File: src/rtl/trap_pkg.sv
package trap_pkg;
    localparam int XLEN    = 32;
    localparam int CSR_AW  = 12;
    localparam int ILEN    = 32;

    localparam logic [6:0]        OPC_SYSTEM = 7'h73;
    localparam logic [2:0]        F3_PRIV    = 3'b000;
    localparam logic [11:0]       F12_ECALL  = 12'h000;
    localparam logic [11:0]       F12_MRET   = 12'h302;

    localparam logic [CSR_AW-1:0] A_STATUS   = 12'h300;
    localparam logic [CSR_AW-1:0] A_HBASE    = 12'h305;
    localparam logic [CSR_AW-1:0] A_SCRATCH  = 12'h340;
    localparam logic [CSR_AW-1:0] A_SAVEPC   = 12'h341;
    localparam logic [CSR_AW-1:0] A_CAUSE    = 12'h342;

    localparam int B_IE      = 3;
    localparam int B_PIE     = 7;
    localparam int B_PPRIV   = 11;

    localparam logic [XLEN-1:0] CAUSE_ILLEGAL = XLEN'(2);
    localparam logic [XLEN-1:0] CAUSE_ECALL   = XLEN'(8);
    localparam logic [XLEN-1:0] PC_STEP       = XLEN'(4);

    typedef enum logic [1:0] {PRIV_U = 2'b00, PRIV_M = 2'b11} priv_e;
    typedef enum logic [1:0] {NPC_SEQ = 2'd0, NPC_BRANCH = 2'd1,
                              NPC_TRAP = 2'd2, NPC_RET = 2'd3} npc_sel_e;
    typedef enum logic [1:0] {SYS_NONE, SYS_ECALL, SYS_MRET, SYS_BAD} sys_kind_e;

    typedef struct packed {
        priv_e pprev;
        logic  pie;
        logic  ie;
    } status_t;

    typedef struct packed {
        logic            trap;
        logic            ret;
        logic [XLEN-1:0] cause;
    } action_t;

    function automatic sys_kind_e classify(input logic [ILEN-1:0] ins);
        sys_kind_e k;
        k = SYS_NONE;
        if (ins[6:0] == OPC_SYSTEM && ins[14:12] == F3_PRIV) begin
            if (ins[19:15] != 5'd0 || ins[11:7] != 5'd0) k = SYS_BAD;
            else if (ins[31:20] == F12_ECALL)            k = SYS_ECALL;
            else if (ins[31:20] == F12_MRET)             k = SYS_MRET;
            else                                         k = SYS_BAD;
        end
        return k;
    endfunction

    function automatic logic [XLEN-1:0] status_to_word(input status_t s);
        logic [XLEN-1:0] w;
        w = '0;
        w[B_IE]              = s.ie;
        w[B_PIE]             = s.pie;
        w[B_PPRIV+1:B_PPRIV] = s.pprev;
        return w;
    endfunction

    function automatic status_t word_to_status(input logic [XLEN-1:0] w);
        status_t s;
        s.ie    = w[B_IE];
        s.pie   = w[B_PIE];
        s.pprev = (w[B_PPRIV+1:B_PPRIV] == 2'b11) ? PRIV_M : PRIV_U;
        return s;
    endfunction

    function automatic status_t status_push(input status_t s, input priv_e cur);
        status_t r;
        r.pprev = cur;
        r.pie   = s.ie;
        r.ie    = 1'b0;
        return r;
    endfunction

    function automatic status_t status_pop(input status_t s);
        status_t r;
        r.ie    = s.pie;
        r.pie   = 1'b1;
        r.pprev = PRIV_U;
        return r;
    endfunction
endpackage

File: src/rtl/trap_decode.sv
module trap_decode
    import trap_pkg::*;
(
    input  logic              clk,
    input  logic              rst,
    input  logic [ILEN-1:0]   instr_i,
    input  logic              illegal_i,
    input  priv_e             priv_i,
    output action_t           act_o
);
    sys_kind_e kind;

    always_comb begin
        kind  = classify(instr_i);
        act_o = '0;
        if (illegal_i) begin
            act_o.trap  = 1'b1;
            act_o.cause = CAUSE_ILLEGAL;
        end else begin
            unique case (kind)
                SYS_ECALL: begin
                    act_o.trap  = 1'b1;
                    act_o.cause = CAUSE_ECALL;
                end
                SYS_MRET: begin
                    if (priv_i == PRIV_M) act_o.ret = 1'b1;
                    else begin
                        act_o.trap  = 1'b1;
                        act_o.cause = CAUSE_ILLEGAL;
                    end
                end
                SYS_BAD: begin
                    act_o.trap  = 1'b1;
                    act_o.cause = CAUSE_ILLEGAL;
                end
                default: ;
            endcase
        end
    end

    AST_ONE_KIND: assert property (@(posedge clk) disable iff (rst)
        $onehot0({act_o.trap, act_o.ret}));
    AST_ILLEGAL_FLAG_WINS: assert property (@(posedge clk) disable iff (rst)
        illegal_i |-> (act_o.trap && act_o.cause == CAUSE_ILLEGAL));
endmodule

File: src/rtl/trap_csr_file.sv
module trap_csr_file
    import trap_pkg::*;
(
    input  logic              clk,
    input  logic              rst,
    input  action_t           act_i,
    input  logic [XLEN-1:0]   pc_i,
    input  logic [CSR_AW-1:0] csr_addr_i,
    input  logic              csr_we_i,
    input  logic [XLEN-1:0]   csr_wdata_i,
    output logic [XLEN-1:0]   csr_rdata_o,
    output logic [XLEN-1:0]   hbase_o,
    output logic [XLEN-1:0]   savepc_o,
    output priv_e             priv_o
);
    localparam logic [XLEN-1:0] ALIGN_MASK = ~XLEN'(3);

    status_t         st_q;
    priv_e           priv_q;
    logic [XLEN-1:0] hbase_q, savepc_q, cause_q, scratch_q;

    always_ff @(posedge clk) begin
        if (rst) begin
            st_q      <= '{pprev: PRIV_U, pie: 1'b0, ie: 1'b0};
            priv_q    <= PRIV_M;
            hbase_q   <= '0;
            savepc_q  <= '0;
            cause_q   <= '0;
            scratch_q <= '0;
        end else if (act_i.trap) begin
            savepc_q <= pc_i & ALIGN_MASK;
            cause_q  <= act_i.cause;
            st_q     <= status_push(st_q, priv_q);
            priv_q   <= PRIV_M;
        end else if (act_i.ret) begin
            st_q   <= status_pop(st_q);
            priv_q <= st_q.pprev;
        end else if (csr_we_i) begin
            unique case (csr_addr_i)
                A_STATUS:  st_q      <= word_to_status(csr_wdata_i);
                A_HBASE:   hbase_q   <= csr_wdata_i & ALIGN_MASK;
                A_SCRATCH: scratch_q <= csr_wdata_i;
                A_SAVEPC:  savepc_q  <= csr_wdata_i & ALIGN_MASK;
                A_CAUSE:   cause_q   <= csr_wdata_i;
                default: ;
            endcase
        end
    end

    always_comb begin
        unique case (csr_addr_i)
            A_STATUS:  csr_rdata_o = status_to_word(st_q);
            A_HBASE:   csr_rdata_o = hbase_q;
            A_SCRATCH: csr_rdata_o = scratch_q;
            A_SAVEPC:  csr_rdata_o = savepc_q;
            A_CAUSE:   csr_rdata_o = cause_q;
            default:   csr_rdata_o = '0;
        endcase
    end

    assign hbase_o  = hbase_q;
    assign savepc_o = savepc_q;
    assign priv_o   = priv_q;

    AST_TRAP_SAVES_PC: assert property (@(posedge clk) disable iff (rst)
        act_i.trap |=> savepc_q[XLEN-1:2] == $past(pc_i[XLEN-1:2]));
    AST_TRAP_SAVES_PRIV: assert property (@(posedge clk) disable iff (rst)
        act_i.trap |=> (st_q.pprev == $past(priv_q) && st_q.pie == $past(st_q.ie)));
    AST_TRAP_ENTRY: assert property (@(posedge clk) disable iff (rst)
        act_i.trap |=> (priv_q == PRIV_M && !st_q.ie));
    AST_RET_POPS: assert property (@(posedge clk) disable iff (rst)
        act_i.ret |=> (st_q.ie == $past(st_q.pie) && st_q.pie && st_q.pprev == PRIV_U));
    AST_RET_ONLY_MACHINE: assert property (@(posedge clk) disable iff (rst)
        act_i.ret |-> priv_q == PRIV_M);
    AST_TRAP_DROPS_WRITE: assert property (@(posedge clk) disable iff (rst)
        (act_i.trap || act_i.ret) |=> $stable(scratch_q));
    AST_ALIGNED_BASES: assert property (@(posedge clk) disable iff (rst)
        (hbase_q[1:0] == 2'b00 && savepc_q[1:0] == 2'b00));
endmodule

File: src/rtl/trap_pc_sel.sv
module trap_pc_sel
    import trap_pkg::*;
(
    input  logic            clk,
    input  logic            rst,
    input  action_t         act_i,
    input  logic [XLEN-1:0] pc_i,
    input  logic            br_taken_i,
    input  logic [XLEN-1:0] br_target_i,
    input  logic [XLEN-1:0] hbase_i,
    input  logic [XLEN-1:0] savepc_i,
    output logic [XLEN-1:0] npc_o,
    output npc_sel_e        sel_o
);
    always_comb begin
        if (act_i.trap)      sel_o = NPC_TRAP;
        else if (act_i.ret)  sel_o = NPC_RET;
        else if (br_taken_i) sel_o = NPC_BRANCH;
        else                 sel_o = NPC_SEQ;
    end

    always_comb begin
        unique case (sel_o)
            NPC_TRAP:   npc_o = hbase_i;
            NPC_RET:    npc_o = savepc_i;
            NPC_BRANCH: npc_o = br_target_i;
            default:    npc_o = pc_i + PC_STEP;
        endcase
    end

    AST_TRAP_TO_BASE: assert property (@(posedge clk) disable iff (rst)
        act_i.trap |-> npc_o == hbase_i);
    AST_RET_TO_SAVED: assert property (@(posedge clk) disable iff (rst)
        act_i.ret |-> npc_o == savepc_i);
    AST_PLAIN_FLOW: assert property (@(posedge clk) disable iff (rst)
        (!act_i.trap && !act_i.ret && !br_taken_i) |-> npc_o == pc_i + PC_STEP);
endmodule

File: src/rtl/trap_unit.sv
module trap_unit
    import trap_pkg::*;
(
    input  logic              clk,
    input  logic              rst,
    input  logic [ILEN-1:0]   instr_i,
    input  logic [XLEN-1:0]   pc_i,
    input  logic              illegal_i,
    input  logic              br_taken_i,
    input  logic [XLEN-1:0]   br_target_i,
    input  logic [CSR_AW-1:0] csr_addr_i,
    input  logic              csr_we_i,
    input  logic [XLEN-1:0]   csr_wdata_i,
    output logic [XLEN-1:0]   csr_rdata_o,
    output logic [XLEN-1:0]   npc_o,
    output logic [1:0]        npc_sel_o,
    output logic              rd_block_o,
    output logic [1:0]        priv_o
);
    action_t         act;
    priv_e           priv;
    npc_sel_e        sel;
    logic [XLEN-1:0] hbase, savepc;

    trap_decode u_decode (
        .clk       (clk),
        .rst       (rst),
        .instr_i   (instr_i),
        .illegal_i (illegal_i),
        .priv_i    (priv),
        .act_o     (act)
    );

    trap_csr_file u_csr (
        .clk         (clk),
        .rst         (rst),
        .act_i       (act),
        .pc_i        (pc_i),
        .csr_addr_i  (csr_addr_i),
        .csr_we_i    (csr_we_i),
        .csr_wdata_i (csr_wdata_i),
        .csr_rdata_o (csr_rdata_o),
        .hbase_o     (hbase),
        .savepc_o    (savepc),
        .priv_o      (priv)
    );

    trap_pc_sel u_pcsel (
        .clk         (clk),
        .rst         (rst),
        .act_i       (act),
        .pc_i        (pc_i),
        .br_taken_i  (br_taken_i),
        .br_target_i (br_target_i),
        .hbase_i     (hbase),
        .savepc_i    (savepc),
        .npc_o       (npc_o),
        .sel_o       (sel)
    );

    assign npc_sel_o  = sel;
    assign rd_block_o = act.trap | act.ret;
    assign priv_o     = priv;

    AST_BLOCK_ON_REDIRECT: assert property (@(posedge clk) disable iff (rst)
        (npc_sel_o == 2'd2 || npc_sel_o == 2'd3) |-> rd_block_o);
endmodule

File: config.mk
export PLATFORM = sky130hd
export DESIGN_NAME = trap_unit
export DESIGN_NICKNAME = d
export VERILOG_FILES = /design/src/rtl/trap_pkg.sv /design/src/rtl/trap_decode.sv /design/src/rtl/trap_csr_file.sv /design/src/rtl/trap_pc_sel.sv /design/src/rtl/trap_unit.sv
export SDC_FILE = /design/constraint.sdc
export NUM_CORES = 1
export LEC_CHECK = 0
export ABC_AREA = 0
export BUFFER_PORTS_ARGS = -buffer_cell sky130_fd_sc_hd__buf_4
export CELL_PAD_IN_SITES_DETAIL_PLACEMENT = 1
export CELL_PAD_IN_SITES_GLOBAL_PLACEMENT = 2
export CORE_MARGIN = 3
export CORE_UTILIZATION = 29
export CTS_CLUSTER_DIAMETER = 60
export DETAILED_ROUTE_END_ITERATION = 8
export GPL_TIMING_DRIVEN = 0
export PLACE_DENSITY_LB_ADDON = 0.1
export SKIP_LAST_GASP = 1
export SLEW_MARGIN = 20
export SYNTH_ARGS = -nofsm -noshare
export SYNTH_HDL_FRONTEND = slang
export SYNTH_SLANG_ARGS = --single-unit
File: constraint.sdc
create_clock -name clk -period 2.8 [get_ports clk]
set_clock_uncertainty 0.05 [all_clocks]
set_input_delay 0.14 -clock clk [delete_from_list [all_inputs] [get_ports clk]]
set_output_delay 0.14 -clock clk [all_outputs]
set_load 0.05 [all_outputs]
* Word level (Yosys, flattened, before mapping)
Cells that the tools add are included. Widths: inputs -> output; s select.
Storage, ports and cells: logic and storage cells 80, output and inout port bits 69, bits of input ports 145, bits in registers 130
Operators by class: $add $sub $neg 1, reduce and logical (&&, ||, !) cells 21, bitwise logic cells 3, multiplexer cells 31, equality and inequality tests 16
Operator list (count):
- $mux 32 | 9
- $pmux 32 s3 | 2
- $pmux 32 s5 | 1
- $eq 12x10->1 const B | 6
- $add 32x3->32 const B | 1
- $mux 4 | 4
- $mux 2 | 7
- $eq 2x2->1 const B | 6
- $logic_not 12->1 | 1
- $reduce_bool 2->1 | 5
- $reduce_bool 5->1 | 2
- $reduce_and 4->1 | 2
- $eq 7x7->1 const B | 1
- $mux 1 | 7
- $reduce_and 3->1 | 2
- $reduce_bool 3->1 | 2
- $eq 2x1->1 const B | 2
- $reduce_and 2->1 | 2
- $reduce_or 2->1 | 2
- $logic_not 3->1 | 1
- $ne 2x1->1 const B | 1
- $not 1->1 | 2
- $pmux 1 s2 | 1
- $logic_and 1x1->1 | 1
- other kinds (2) | 2

* Depth between registers and ports, before layout
word-level depth 12, gate-level depth with buffers 10, depth with buffers taken out 6

* Cells and area by module
A second synthesis with hierarchy kept.
Unflattened totals: cell total of the unflattened synthesis 935, area, all modules 7827.5 um2
Modules (own cells, without submodules):
- trap_csr_file | area each 5935.7 um2, instances 1, seq. area each 2602.5 um2, cells an instance 637
- trap_pc_sel | area each 1473.9 um2, instances 1, seq. area each 0.0 um2, cells an instance 244
- trap_decode | area each 411.6 um2, instances 1, seq. area each 0.0 um2, cells an instance 53
- trap_unit | area each 6.3 um2, instances 1, seq. area each 0.0 um2, cells an instance 1

* Worst setup path after synthesis
OpenSTA, ideal clock, no wires.
path kind input -> output, start point input port instr_i[13], end point output port npc_o[2], required time 2.610 ns, cell stages on the path 8, arrival 2.785 ns, buffers on the path 3, path slack -0.175 ns, path through or4b_4 -> o31a_2 -> buf_2 -> inv_2 -> buf_2 -> nor2_1 -> clkbuf_1 -> a32oi_1
Between the ends: cells in the longest elaborated chain, start to end 10, elaborated cells between the ends (all ways) 17, those cells by class eq/ne: 6; mux: 8; reduce/logical: 3
Ends and longest elaborated chain:
- start: declaration | RTL line trap_unit.sv:6 | input logic [ILEN-1:0] instr_i,
- $logic_not 3->1 (*) | RTL line trap_pkg.sv:45 | if (ins[6:0] == OPC_SYSTEM && ins[14:12] == F3_PRIV) begin
- $logic_and 1x1->1 (*) | RTL line trap_pkg.sv:45
- $mux 2 (*) | RTL line trap_pkg.sv:45
- $eq 2x1->1 or $eq 2x2->1 (tied branches) | RTL line trap_decode.sv:20 | unique case (kind)
- $reduce_or 2->1 (no line) or $mux 1 (tied branches)
- $pmux 1 s2 or $mux 1 (tied branches) | RTL line trap_decode.sv:20, trap_decode.sv:16
- $mux 1 or $mux 2 (tied branches) | RTL line trap_decode.sv:16, trap_pc_sel.sv:17
- $mux 2 (*) | RTL line trap_pc_sel.sv:16 | if (act_i.trap) sel_o = NPC_TRAP;
- named net npc_sel_o[1] | RTL line trap_unit.sv:16 | output logic [1:0] npc_sel_o,
- $eq 2x1->1 or $eq 2x2->1 (tied branches) | RTL line trap_pc_sel.sv:23 | unique case (sel_o)
- $pmux 32 s3 (*) | RTL line trap_pc_sel.sv:23
- end: declaration | RTL line trap_unit.sv:15 | output logic [XLEN-1:0] npc_o,
The timed path passes the listed nets; every way through them passes the cells marked *.

* Worst setup path after layout
start point input port instr_i[13], end point output port npc_o[30]
Between the ends: cells in the longest elaborated chain, start to end 10, elaborated cells between the ends (all ways) 17, those cells by class eq/ne: 6; mux: 8; reduce/logical: 3
Ends and longest elaborated chain (RTL line):
- $logic_not 3->1 (*) | trap_pkg.sv:45
- $logic_and 1x1->1 (*) | trap_pkg.sv:45
- $mux 2 (*) | trap_pkg.sv:45
- $eq 2x1->1 or $eq 2x2->1 (tied branches) | trap_decode.sv:20
- $reduce_or 2->1 (no line) or $mux 1 (tied branches)
- $pmux 1 s2 or $mux 1 (tied branches) | trap_decode.sv:20, trap_decode.sv:16
- $mux 1 or $mux 2 (tied branches) | trap_decode.sv:16, trap_pc_sel.sv:17
- $mux 2 (*) | trap_pc_sel.sv:16
- $eq 2x1->1 or $eq 2x2->1 (tied branches) | trap_pc_sel.sv:23
- $pmux 32 s3 (*) | trap_pc_sel.sv:23
Mark *: on every way between the ends. The rest lies on a longest branch, timed or not.

==> metrics.md <==
| Metric | Value |
|---|---|
| Final Hold Vio Count | `0` |
| Starting Density | `29.78%` |
| Initial DRC count | `705` |
| Slew Limit Headroom | `between 30% and 40%` |
| Clock Pin Slew Worst Setup and Hold Paths | `roughly 0.06 ns` |
| YS warnings | `0` |
| Reg2reg start | `u_csr.priv_o[1]` |
| Critical Path Fanout Max | `10` |
| DP Cell Count | `1,466` |
| Syn nets | `1,077` |
| Critical Path Sink Type | `primary output` |
| IO buf count | `211` |
| WHS Endpoint | `u_csr.savepc_o[4]` |
| Longest Clk Path Bufs | `2` |
| Crit path required time | `about 2.6 ns` |
| Hold WC Path Type | `primary input to flop` |
| Hold path depth | `3` |
| Clk root buf | `clkbuf_16` |
| Count leader, synth | `nand2_1` |
| Reg-to-reg endpoint | `u_csr.savepc_o[7]` |
| Clock tree from TritonCTS | `yes` |
| Total grt overflow | `0` |
| Post-Syn Area | `between 7000 and 8000 um^2` |
| First-pass GRT wire length | `57,240 um` |
| FF+latch count, synth | `130` |
| Gpl congestion | `0.8514` |
| Critical Path Max Stage Delay | `approximately 0.56 ns` |
| WP buf/inv | `6` |
| Vias | `8,883` |
| Placeable Area | `24,530 um^2` |
| Period Utilization, post-route | `98.37%` |
| H-tree Lvls | `4` |
| Share of cells above drive strength 1 | `26.49%` |
| Top post-synthesis cells by count | `187 x nand2_1, 130 x dfxtp_1, 105 x nand3_1, 96 x a21oi_1, 57 x clkbuf_1` |
| Via-per-instance ratio | `5.687` |
| TritonRoute pass-1 iters | `6` |
| Top Ports | `214` |
| Tightest Pin Transition | `0.9187 ns` |
| Die W | `approximately 160 um` |
| CP Cell Sequence | `buf_4 -> or4b_4 -> o31a_4 -> inv_2 -> o31a_1 -> buf_4 -> buf_8 -> buf_8 -> nand2_1 -> a32oi_2 -> buf_6` |
| Reg-to-reg setup timing slack | `0.13 ns` |
| Antenna viol nets, final | `0` |
| Synthesized instance count | `approximately 930` |
| Drt wl/cell | `25.16 um` |
| Leakage | `4.040 nW` |
| Top cells by area, synth | `dfxtp_1 36%, nand2_1 9.6%, nand3_1 7.2%` |
| Pwr Density | `465.8 nW/um^2` |
| Inserted Clock Buffers | `17` |
| Peak Freq | `363.0 MHz` |
| Vias in the first global route | `8,939` |
| Crit path launch type | `primary input` |
| Total Routing Usage GR | `28.57%` |
| Final setup viols | `0` |
| Layout Nets | `1,372` |
| Arrival time worst endpoint | `2.56 ns` |
| Async SR Flop Fraction | `0%` |
| Die H | `around 160 um` |
| Status | `finished, final reports clean` |
| Slew Limit Fails | `0` |
| Post-Route WL | `about 39,000 um` |
| Cell row count | `57` |
| Final Non-Filler Cells | `1,562` |
| Final min period | `between 2 and 3 ns` |
| Peak supply drop | `0.3470 mV` |
| Drt drc | `0` |
| Sequential share of the synthesized area | `35.62%` |
| Dpl hpwl | `27,800 um` |
| Total power | `5.016 mW` |
| Post-synth top area cell | `dfxtp_1` |
| Area share of the largest cell type after synthesis | `between 30% and 40%` |
| Pin count of the biggest net entering global routing | `17` |
| Layout area overhead | `47.40%` |
| Post-synth EDFFs | `0` |
| Worst hold path startpoint | `pc_i[4]` |
| Syn Area/Cell | `7.849 um^2` |
| Top FF cell, synth | `dfxtp_1` |
| Initial antenna violation count | `0` |
| Antenna Cells | `0` |
| Die area | `27,140 um^2` |
| Clock Latency Late Sink | `0.43 ns` |
| Critical path class | `primary input to primary output` |
| Critical-path cell with the highest stage delay | `or4b_4` |
| Synth cell types | `65` |
| Crit path max-delay family | `buffers and inverters` |
| RSZ-0062 raised after global routing | `yes` |
| Max-Cap Viols | `0` |
| R2R cell count | `7` |
| Clk sinks | `130` |
-- state kept, by name (all words and copies together) (netlist names) --
register	count
u_csr.hbase_o	30
u_csr.scratch_q	32
u_csr.priv_o	2
u_csr.cause_q	32
u_csr.savepc_o	30
u_csr.st_q	4
-- worst max path at each step --
stage	slack, ns	startpoint	cells after the start	endpoint
after global placement	-0.65	instr_i[13]	10	npc_o[30]
after floorplan	-0.16	instr_i[13]	8	npc_o[13]
final	0.05	instr_i[13]	11	npc_o[30]
after global routing	-0.02	illegal_i	10	npc_o[6]
after detailed placement	-0.64	instr_i[13]	10	npc_o[30]
after CTS	-0.02	instr_i[13]	11	npc_o[30]
-- metrics by stage --
step / hold WS [ns] / instance area [um^2] / util (%) / worst slack (ns) / TNS (ns)
floorplan: 0.2305 / 7357 / - / -0.1594 / -3.109
detailed placement: 0.3658 / 9346 / 38.10 / -0.6361 / -29.04
finish: 0.01275 / 10770 / 43.90 / 0.04553 / 0
global placement: 0.3601 / 9346 / 38.10 / -0.6509 / -28.01
global route: 0.02348 / 10770 / 43.90 / -0.02448 / -0.04325
CTS: 0.006631 / 10660 / 43.44 / -0.01675 / -0.01716
-- kinds of logic after synthesis --
logic type	synth area share [%]
DFF	35.62
AOI/OAI and AO/OA	25.38
muxes	4.675
adders and majority gates	0.1712
and+or+nand+nor	25.03
buffers and inverters	6.010
xor gates and xnor gates	3.116
-- worst reg2reg max path, stage by stage, from the launching register on --
cell	delay, ns
dfxtp_2	0.39
and2_4	0.22
nand3_1	0.17
o31a_1	0.31
buf_4	0.17
nor3_1	0.44
clkbuf_1	0.66
o2bb2ai_1	0.20
-- what timing repair did --
item	4_1_cts	5_1_grt
pin swaps	2	3
endpoints found under the setup margin	113	53
resized for setup	34	28
buffers inserted	2	5
hold buffers	61	0
endpoints found under the hold margin	123	0
-- placed cells by master, fill, tap and decap left out, drive strengths merged, types with 3 or more instances in the layout --
cell         Yosys  layout
dlygate4sd3      0      61
nand4           10      10
o31ai            5       5
nand2b           3       3
nand3b           3       3
o2bb2ai         30      30
clkinvlp         0       5
xor2            16      16
nand3          105     105
clkinv           0       3
a32oi           23      23
and2             8       8
nor2             6       6
nor4            14      14
dfxtp          130     130
o31a             3       3
nand2          188     188
and4             5       5
or4              3       3
clkbuf          57      74
nor3            13      13
and3             6       6
a22o            14      14
a31oi            6       6
inv             10      14
mux2i           33      33
xnor2           10      10
a222oi           3       3
a221o           13      13
a21oi           96      96
buf             28     244
a22oi           34      34
o21ai           30      30
-- where the power goes --
part           internal (mW)  switching (mW)
sequential              1.88          0.0319
clock                   1.25           0.986
combinational          0.359           0.502
total                   3.50            1.52
-- layout make-up --
cell class | instances | area (um^2)
Timing Repair Buffer | 279 | 2266
Tap cell | 324 | 405.4
Clock inverter | 13 | 128.9
Buffer | 82 | 459.2
Fill cell | 2976 | 13760
Inverter | 10 | 37.54
Multi-Input combinational cell | 706 | 4429
Sequential cell | 130 | 2605
Clock buffer | 18 | 439.2
-- per-layer routing --
layer | GRT usage [%] | vias to the layer above | routed length [um]
met5 | 0 | - | 0
met1 | 40.71 | 4416 | 17670
met3 | 5.668 | 42 | 3148
li1 | - | 4031 | -
met2 | 44.69 | 394 | 17920
met4 | 6.252 | 0 | 561
No activity file was read; power rests on OpenSTA's default activity.
